`src/rtl/hb_out_pkg.sv`:
```
package hb_out_pkg;

  localparam int HOLD_STEP_PCT = 15;

  // on-cycles per PWM period for a 2-bit duty code (15/30/45/60 %)
  function automatic int hold_on_cycles(input int period, input logic [1:0] code);
    return (period * HOLD_STEP_PCT * (int'(code) + 1)) / 100;
  endfunction

  typedef enum logic {SIDE_HI = 1'b0, SIDE_LO = 1'b1} side_e;

endpackage

```
`src/rtl/hb_pwm_gen.sv`:
```
module hb_pwm_gen #(
  parameter int PERIOD = 2500000
) (
  input  logic       clk,
  input  logic       rst_n,
  input  logic       hold,
  input  logic [1:0] duty,
  output logic       phase_on
);
  import hb_out_pkg::*;

  localparam int CW = $clog2(PERIOD);

  logic [CW-1:0] pcnt;
  logic [31:0]   on_lim;

  assign on_lim   = 32'(hold_on_cycles(PERIOD, duty));
  assign phase_on = (32'(pcnt) < on_lim);

  always_ff @(posedge clk) begin
    if (!rst_n || hold)                  pcnt <= '0;
    else if (pcnt == CW'(PERIOD - 1))    pcnt <= '0;
    else                                 pcnt <= pcnt + 1'b1;
  end


  pwm_start_high_chk: assert property (@(posedge clk) disable iff (!rst_n)
    (pcnt == '0) |-> phase_on);

endmodule

```
`src/rtl/hb_half_bridge.sv`:
```
module hb_half_bridge #(
  parameter int DEAD = 16
) (
  input  logic clk,
  input  logic rst_n,
  input  logic want_hi,
  input  logic want_lo,
  input  logic kill,
  input  logic gate,
  output logic hi_on,
  output logic lo_on
);
  import hb_out_pkg::*;

  localparam int CW = $clog2(DEAD + 1);
  localparam int GW = $clog2(DEAD + 2);

  logic [CW-1:0] dcnt;
  side_e         last;
  logic          req_hi, req_lo, hi_nxt, lo_nxt, hi_fall, lo_fall, dead_ok_hi, dead_ok_lo;

  assign req_hi     = want_hi & ~want_lo & ~kill & gate;
  assign req_lo     = want_lo & ~want_hi & ~kill & gate;
  assign dead_ok_hi = (dcnt == '0) || (last == SIDE_HI);
  assign dead_ok_lo = (dcnt == '0) || (last == SIDE_LO);
  assign hi_nxt     = req_hi & ~lo_on & dead_ok_hi;
  assign lo_nxt     = req_lo & ~hi_on & dead_ok_lo;
  assign hi_fall    = hi_on & ~hi_nxt;
  assign lo_fall    = lo_on & ~lo_nxt;

  always_ff @(posedge clk) begin
    if (!rst_n) begin
      hi_on <= 1'b0;
      lo_on <= 1'b0;
      dcnt  <= '0;
      last  <= SIDE_HI;
    end else begin
      hi_on <= hi_nxt;
      lo_on <= lo_nxt;
      if (hi_fall) begin
        dcnt <= CW'(DEAD - 1);
        last <= SIDE_HI;
      end else if (lo_fall) begin
        dcnt <= CW'(DEAD - 1);
        last <= SIDE_LO;
      end else if (dcnt != '0) begin
        dcnt <= dcnt - 1'b1;
      end
    end
  end

  // checker: cycles since each switch was last on, saturating
  logic [GW-1:0] gap_hi, gap_lo;
  always_ff @(posedge clk) begin
    if (!rst_n) begin
      gap_hi <= GW'(DEAD);
      gap_lo <= GW'(DEAD);
    end else begin
      if (hi_on) gap_hi <= '0;
      else if (gap_hi != GW'(DEAD)) gap_hi <= gap_hi + 1'b1;
      if (lo_on) gap_lo <= '0;
      else if (gap_lo != GW'(DEAD)) gap_lo <= gap_lo + 1'b1;
    end
  end


  no_overlap_chk: assert property (@(posedge clk) disable iff (!rst_n)
    !(hi_on && lo_on));

  dead_lo_chk: assert property (@(posedge clk) disable iff (!rst_n)
    $rose(lo_on) |-> (gap_hi >= GW'(DEAD)));

  dead_hi_chk: assert property (@(posedge clk) disable iff (!rst_n)
    $rose(hi_on) |-> (gap_lo >= GW'(DEAD)));

  both_cmd_off_chk: assert property (@(posedge clk) disable iff (!rst_n)
    (want_hi && want_lo) |=> (!hi_on && !lo_on));

  kill_off_chk: assert property (@(posedge clk) disable iff (!rst_n)
    kill |=> (!hi_on && !lo_on));

  gate_off_chk: assert property (@(posedge clk) disable iff (!rst_n)
    !gate |=> (!hi_on && !lo_on));

endmodule

```
`src/rtl/hb_out_ctrl.sv`:
```
module hb_out_ctrl #(
  parameter int NCH      = 8,
  parameter int CLK_HZ   = 250000000,
  parameter int PWM_HZ   = 100,
  parameter int DEAD_CYC = 16
) (
  input  logic           clk,
  input  logic           rst_n,
  input  logic           standby,
  input  logic [NCH-1:0] hi_cmd,
  input  logic [NCH-1:0] lo_cmd,
  input  logic [NCH-1:0] hold_mask,
  input  logic [1:0]     hold_duty,
  input  logic [NCH-1:0] ovl_flag,
  input  logic           tsd_flag,
  input  logic           uv_grp_a,
  input  logic           uv_grp_b,
  output logic [NCH-1:0] hi_on,
  output logic [NCH-1:0] lo_on,
  output logic [NCH-1:0] tri_st
);

  localparam int PERIOD = CLK_HZ / PWM_HZ;

  logic phase_on;
  logic global_kill;

  assign global_kill = standby | tsd_flag | uv_grp_a | uv_grp_b;

  hb_pwm_gen #(.PERIOD(PERIOD)) u_pwm (
    .clk      (clk),
    .rst_n    (rst_n),
    .hold     (standby),
    .duty     (hold_duty),
    .phase_on (phase_on)
  );

  for (genvar i = 0; i < NCH; i++) begin : g_ch
    logic ch_kill, ch_gate;
    assign ch_kill = global_kill | ovl_flag[i];
    assign ch_gate = ~hold_mask[i] | phase_on;

    hb_half_bridge #(.DEAD(DEAD_CYC)) u_hb (
      .clk     (clk),
      .rst_n   (rst_n),
      .want_hi (hi_cmd[i]),
      .want_lo (lo_cmd[i]),
      .kill    (ch_kill),
      .gate    (ch_gate),
      .hi_on   (hi_on[i]),
      .lo_on   (lo_on[i])
    );


    ovl_own_off_chk: assert property (@(posedge clk) disable iff (!rst_n)
      ovl_flag[i] |=> (!hi_on[i] && !lo_on[i]));
  end

  assign tri_st = ~(hi_on | lo_on);


  standby_tri_chk: assert property (@(posedge clk) disable iff (!rst_n)
    standby |=> (tri_st == '1));

  tsd_all_off_chk: assert property (@(posedge clk) disable iff (!rst_n)
    tsd_flag |=> (hi_on == '0 && lo_on == '0));

  uv_all_off_chk: assert property (@(posedge clk) disable iff (!rst_n)
    (uv_grp_a || uv_grp_b) |=> (hi_on == '0 && lo_on == '0));

endmodule

```
`config.mk`:
```
export PLATFORM = sky130hd
export DESIGN_NAME = hb_out_ctrl
export DESIGN_NICKNAME = d
export VERILOG_FILES = /design/src/rtl/hb_out_pkg.sv /design/src/rtl/hb_pwm_gen.sv /design/src/rtl/hb_half_bridge.sv /design/src/rtl/hb_out_ctrl.sv
export SDC_FILE = /design/constraint.sdc
export NUM_CORES = 1
export LEC_CHECK = 0
export BUFFER_PORTS_ARGS = -buffer_cell sky130_fd_sc_hd__buf_2
export CAP_MARGIN = 40
export CORE_MARGIN = 2
export CORE_UTILIZATION = 62
export CTS_CLUSTER_DIAMETER = 150
export DETAILED_ROUTE_END_ITERATION = 10
export PLACE_DENSITY = 0.81
export SYNTH_ARGS = -nofsm -noshare
export SYNTH_HDL_FRONTEND = slang
export SYNTH_SLANG_ARGS = --single-unit
```
`constraint.sdc`:
```
create_clock -name clk -period 35 [get_ports clk]
set_input_delay 1.75 -clock clk [delete_from_list [all_inputs] [get_ports clk]]
set_output_delay 1.75 -clock clk [all_outputs]
set_load 0.05 [all_outputs]
```
== Word-level counts from Yosys, hierarchy flattened ==
Cells that the tools add are included.
W data, S select, Z words.
Storage, ports and cells
  flip-flop bits (word level): 86
  output and inout bits: 24
  word-level logic and storage cells: 328
Operators by class
  multiplexer cells: 24
  equality and inequality tests: 1
  bitwise logic cells: 190
  $mul: 1
  divide/modulo/power cells: 1
  order comparisons: 1
  $add $sub $neg: 10
  reduce and logical (&&, ||, !) cells: 59
Operators by type and width (number)
  $and A1 B1 Y1: 96
  $mux W4: 24
  $not A1 Y1: 73
  $logic_not A5 Y1: 8
  $reduce_bool A5 Y1: 8
  $sub A5 B1 Y5 const B: 8
  $div A32 B8 Y32 const B: 1
  $lt A22 B32 Y1: 1
  $mul A22 B32 Y27 const A: 1
  $reduce_bool A3 Y1: 8
  $reduce_or A3 Y1: 8
  $add A22 B1 Y22 const B: 1
  $eq A22 B22 Y1 const B: 1
  $or A1 B1 Y1: 19
  $reduce_or A2 Y1: 9
  $logic_or A1 B1 Y1: 17
  $not A8 Y8: 1
  $or A8 B8 Y8: 1
  $add A2 B1 Y3 const B: 1
  $logic_not A1 Y1: 1

== Longest topological paths before layout ==
  depth in word-level cells: 13
  depth in mapped cells: 62

== Hierarchy ==
Synthesis repeated with hierarchy kept, for this count alone.
Second synthesis, totals
  cells, all modules: 1313
  area total of the unflattened synthesis: 10100.9 µm²
By module, submodules not included
  hb_pwm_gen: cells each 920, area each 6496.2 µm², times used 1
  hb_half_bridge: cells each 46, area each 431.7 µm², times used 8
  hb_out_ctrl: cells each 25, area each 151.4 µm², times used 1

== Worst setup path before layout ==
OpenSTA, ideal clock, no wires.
  path kind: input-to-reg
  start: input port hold_duty[0]
  end: register g_ch[3].u_hb.dcnt[4]
  library setup time: 0.136 ns
  data required time: 34.864 ns
  setup slack: 20.506 ns
  data arrival time: 14.358 ns
  stages on the path: 58
  cell sequence: buf_2 buf_1 inv_1 ha_1 buf_2 clkbuf_1 xnor2_1 ha_1 xnor2_1 or4_4 o41ai_4 o22ai_2 nand2_2 inv_2 a211oi_2 nand4_2 inv_2 o2bb2ai_2 (+22 left out) nand3_1 a2111oi_0 nand3_1 nor2_1 ha_1 nand3_1 nor3_1 o211ai_1 nor2_1 o311ai_0 a2111oi_0 o2111ai_1 a311oi_1 a41oi_4 buf_6 o21bai_4 o31ai_4 nor4b_2
Between the ends
  cells in the longest elaborated chain, start to end: 11
  elaborated cells on any way between the ends: 16
  classes of those cells: 1 x add/sub; 1 x mul; 1 x div; 1 x order compare; 11 x bitwise; 1 x reduce/logical
RTL lines
  start, declared: line hb_out_ctrl.sv:13  | input logic [1:0] hold_duty,
  $add A2 B1 Y3 (*): line hb_out_pkg.sv:7  | return (period * HOLD_STEP_PCT * (int'(code) + 1)) / 100;
  $mul A22 B32 Y27 (*): line hb_out_pkg.sv:7
  $div A32 B8 Y32 (*): line hb_out_pkg.sv:7
  $lt A22 B32 Y1 (*): line hb_pwm_gen.sv:18  | assign phase_on = (32'(pcnt) < on_lim);
  $or A1 B1 Y1 (*): line hb_out_ctrl.sv:41  | assign ch_gate = ~hold_mask[i] | phase_on;
  $and A1 B1 Y1, on equally long branches: line hb_half_bridge.sv:23, hb_half_bridge.sv:22
  $and A1 B1 Y1, on equally long branches (2 in series): line hb_half_bridge.sv:27, hb_half_bridge.sv:26
  $not A1 Y1, on equally long branches: line hb_half_bridge.sv:29, hb_half_bridge.sv:28
  $and A1 B1 Y1, on equally long branches: line hb_half_bridge.sv:29, hb_half_bridge.sv:28
  $reduce_or A3 Y1 (no source line) (*)
  end signal, assigned: line hb_half_bridge.sv:41  | dcnt <= CW'(DEAD - 1);
  end signal, assigned: line hb_half_bridge.sv:44  | dcnt <= CW'(DEAD - 1);
  end signal, assigned: line hb_half_bridge.sv:47  | dcnt <= dcnt - 1'b1;
  end, declared: line hb_half_bridge.sv:18  | logic [CW-1:0] dcnt;
Mark *: on every way between the ends. The rest lies on a longest branch, timed or not.
A chain may end at the register's enable or synchronous reset.

== Final worst setup path ==
  start: input port hold_duty[0]
  end: register g_ch[0].u_hb.dcnt[2]
Between the ends
  cells in the longest elaborated chain, start to end: 12
  elaborated cells on any way between the ends: 18
  classes of those cells: 1 x add/sub; 1 x mul; 1 x div; 1 x order compare; 2 x mux; 11 x bitwise; 1 x reduce/logical
RTL lines
  $add A2 B1 Y3 (*): line hb_out_pkg.sv:7
  $mul A22 B32 Y27 (*): line hb_out_pkg.sv:7
  $div A32 B8 Y32 (*): line hb_out_pkg.sv:7
  $lt A22 B32 Y1 (*): line hb_pwm_gen.sv:18
  $or A1 B1 Y1 (*): line hb_out_ctrl.sv:41
  $and A1 B1 Y1: line hb_half_bridge.sv:23  | assign req_lo = want_lo & ~want_hi & ~kill & gate;
  $and A1 B1 Y1 (2 in series): line hb_half_bridge.sv:27  | assign lo_nxt = req_lo & ~hi_on & dead_ok_lo;
  $not A1 Y1: line hb_half_bridge.sv:29  | assign lo_fall = lo_on & ~lo_nxt;
  $and A1 B1 Y1: line hb_half_bridge.sv:29
  $mux W4: line hb_half_bridge.sv:43  | end else if (lo_fall) begin
  $mux W4: line hb_half_bridge.sv:40  | if (hi_fall) begin
  end signal, assigned: line hb_half_bridge.sv:41
  end signal, assigned: line hb_half_bridge.sv:44
  end signal, assigned: line hb_half_bridge.sv:47
  end, declared: line hb_half_bridge.sv:18
Marked as above.

==> metrics <==
post-synthesis average cell area=7.05 um^2; Distinct cells, synth=between 100 and 150; Slew HR=0.353; Main synth FF type=dfxtp_1; Leakage Power=4.42 nW; Hold Fails Final Rpt=0; # port buffers=63; Critical path buffers and inverters=4; DR WL/cell=approximately 20 um; vias in the first global route=11538; area taken by multi-input logic gates=0.00874 mm^2; endpoints failing setup=0; Die H=138 um; mapped cell area=0.0111 mm^2; Worst Setup Path Type=in -> reg; sequential area share after synthesis=0.155; Area growth syn-to-layout=5.23%; met2 wire len=~16 mm; Critical R2R Capture=g_ch[0].u_hb.dcnt[2]; Hold Buf Count CTS=0; initial antenna violation count=1; Final Cycle Share=0.497; Worst VDD drop=about 37 uV; GRT overflow=0; FF-to-FF path depth=14; CP Max Fanout=28; # nets final=around 1700; Resize count post-CTS=0; Arr. time, crit path=17660 ps; Max Used Layer=met4; final WL=35.2 mm; floorplan core area=around 0.017 mm^2; Reg area=0.00172 mm^2; Pre-Repair DR Iteration Count=6; crit path launch=hold_duty[0]; Worst setup EP type=register; min-delay worst type=reg -> reg; clock buffer depth=2; delay-heaviest family, CP=compound AO/OA/AOI/OAI gates; Layout Cells excl Fill=1803; Post-CTS Setup Inserts=0; commonest non-fill, non-tap cell in the layout=nor2_1; clock latency on the worst-skew pair=approximately 340 ps; Max-cap violations=0; Tot GR Track Use=0.369; RSZ-0062 raised after global routing=no; max-slew violation count=0; setup slack, reg-to-reg=30540 ps; asr flop ratio synth=0; EDFF count, synth=0; Worst-path clk slew=60 ps; setup TNS=0 ps; Slew @ Worst Pin=970 ps; share of cells above drive strength 1=0.106; # fillers=1563; Starting Density=0.636; R2R Path Start=u_pwm.pcnt[17]; Period minus WS final=17390 ps; Crit path depth=50; Worst path slowest cell=ha_1; via count=roughly 13000; CTS Buf Count=9; first-pass GRT wire length=~57 mm; placed instance count=1786; achievable frequency=between 50 and 60 MHz; CTS Root Cell=clkbuf_16; # IOs=64; Mapped Cells=~1600; largest net degree at the start of global routing=49; FF+latch count, synth=86; TritonCTS clock tree=yes; DR DRC count=0; clk sinks=86; CP required=35260 ps; Syn Nets=1668; Total Die Area=approximately 0.019 mm^2; via/cell ratio=7.05; met3 wire length=3.53 mm; Final Skew=7.13 ps; final core occ=0.670; outcome=finished clean; Ys Warns=0; HP Start=g_ch[5].u_hb.dcnt[4]; Worst Setup EP=g_ch[0].u_hb.dcnt[2]; H-Tree Depth=3; commonest cells after routing, fill and taps aside=175 x nor2_1, 155 x nand2_1, 107 x a21oi_1; CP peak stage delay=between 1000 and 1500 ps; P per Cell Area=43.0 mW/mm^2; count of standard-cell rows=48; GPL Wtd Cong=1.03; M1 wire length=about 15 mm; post-detail-place hpwl=~27 mm; DR iter-0 viols=between 1500 and 2000; Routed Antenna Nets=0; startpoint types=primary input; Die Wd=138 um
-- synth_stat cells (25+ instances only) --
| cell | count | area share |
|---|---|---|
| o21ai_0 | 72 | 0.033 |
| nor2_1 | 175 | 0.059 |
| nand4_1 | 34 | 0.019 |
| xnor2_1 | 73 | 0.058 |
| or3_1 | 27 | 0.015 |
| ha_1 | 56 | 0.063 |
| o211ai_1 | 25 | 0.017 |
| xor2_1 | 30 | 0.024 |
| nor3_1 | 72 | 0.033 |
| dfxtp_1 | 86 | 0.16 |
| nand2_1 | 155 | 0.052 |
| clkbuf_1 | 57 | 0.019 |
| a21oi_1 | 107 | 0.048 |
| a31oi_1 | 42 | 0.024 |
| inv_1 | 51 | 0.017 |
| nand3_1 | 57 | 0.026 |
-- routing by layer --
metal	global-route usage	vias up
li1	-	5914
met1	0.510	5890
met2	0.577	782
met3	0.0706	118
met4	0.121	0
met5	0	-
-- metrics by stage --
step / worst slack (ps) / total power [W] / cell area (um^2) / hold slack [ps]
6_report: 17610 / 0.000501 / 11700 / 454
4_1_cts: 17990 / 0.000495 / 11700 / 457
2_1_floorplan: 20510 / 0.000342 / 11100 / 432
5_1_grt: 16310 / 0.000538 / 11700 / 479
3_3_place_gp: 18350 / 0.000397 / 11400 / 440
3_5_place_dp: 17700 / 0.000404 / 11400 / 449
-- sequential cells by signal (all words and copies together), names as in the netlist --
register         flops
g_ch.u_hb.lo_on      8
u_pwm.pcnt          22
g_ch.u_hb.last       8
g_ch.u_hb.dcnt      40
g_ch.u_hb.hi_on      8
-- logic make-up after synthesis --
group | Yosys count | synth area share
adder cells (fa/ha/maj) | 56 | 0.0632
buffers and inverters | 145 | 0.0563
flip-flops | 86 | 0.155
AO/OA/AOI/OAI | 493 | 0.321
XOR/XNOR | 104 | 0.0834
AND/OR/NAND/NOR | 671 | 0.305
multiplexers | 16 | 0.0152
other | 1 | 0.000338
-- power by group --
part / switching (W) / internal, W
Sequential: 0.00000966 / 0.000113
Combinational: 0.000181 / 0.000108
Clock: 0.0000377 / 0.0000519
-- worst min-delay path by stage --
stage	endpoint	depth (start not counted)
3_5_place_dp	g_ch[5].u_hb.dcnt[4]	2
5_1_grt	g_ch[3].u_hb.dcnt[4]	2
3_3_place_gp	g_ch[5].u_hb.dcnt[4]	2
2_1_floorplan	g_ch[5].u_hb.dcnt[4]	2
4_1_cts	g_ch[5].u_hb.dcnt[4]	2
6_report	g_ch[5].u_hb.dcnt[4]	2
-- area by class of cell --
cell class	count	area share
multi-input cells	1341	0.749
flip-flops and latches	86	0.148
repair buffers	76	0.0363
well taps	225	0.0241
clock buffers	13	0.0223
inverters	58	0.0187
clock inverters	3	0.00161
diodes	1	0.000215
-- worst register-to-register path, stage by stage (launching register included) --
cell and delay (ps):
dfxtp_1 380, ha_1 340, and4_1 190, nand3_1 110, nor4_1 690, o211ai_1 190, nor2_1 130, o311ai_0 170
a2111oi_0 400, o2111ai_1 180, a311oi_1 420, a41oi_4 360, o21bai_2 380, o21ai_0 250, a31oi_1 220
(Power assumes the default switching activity.)
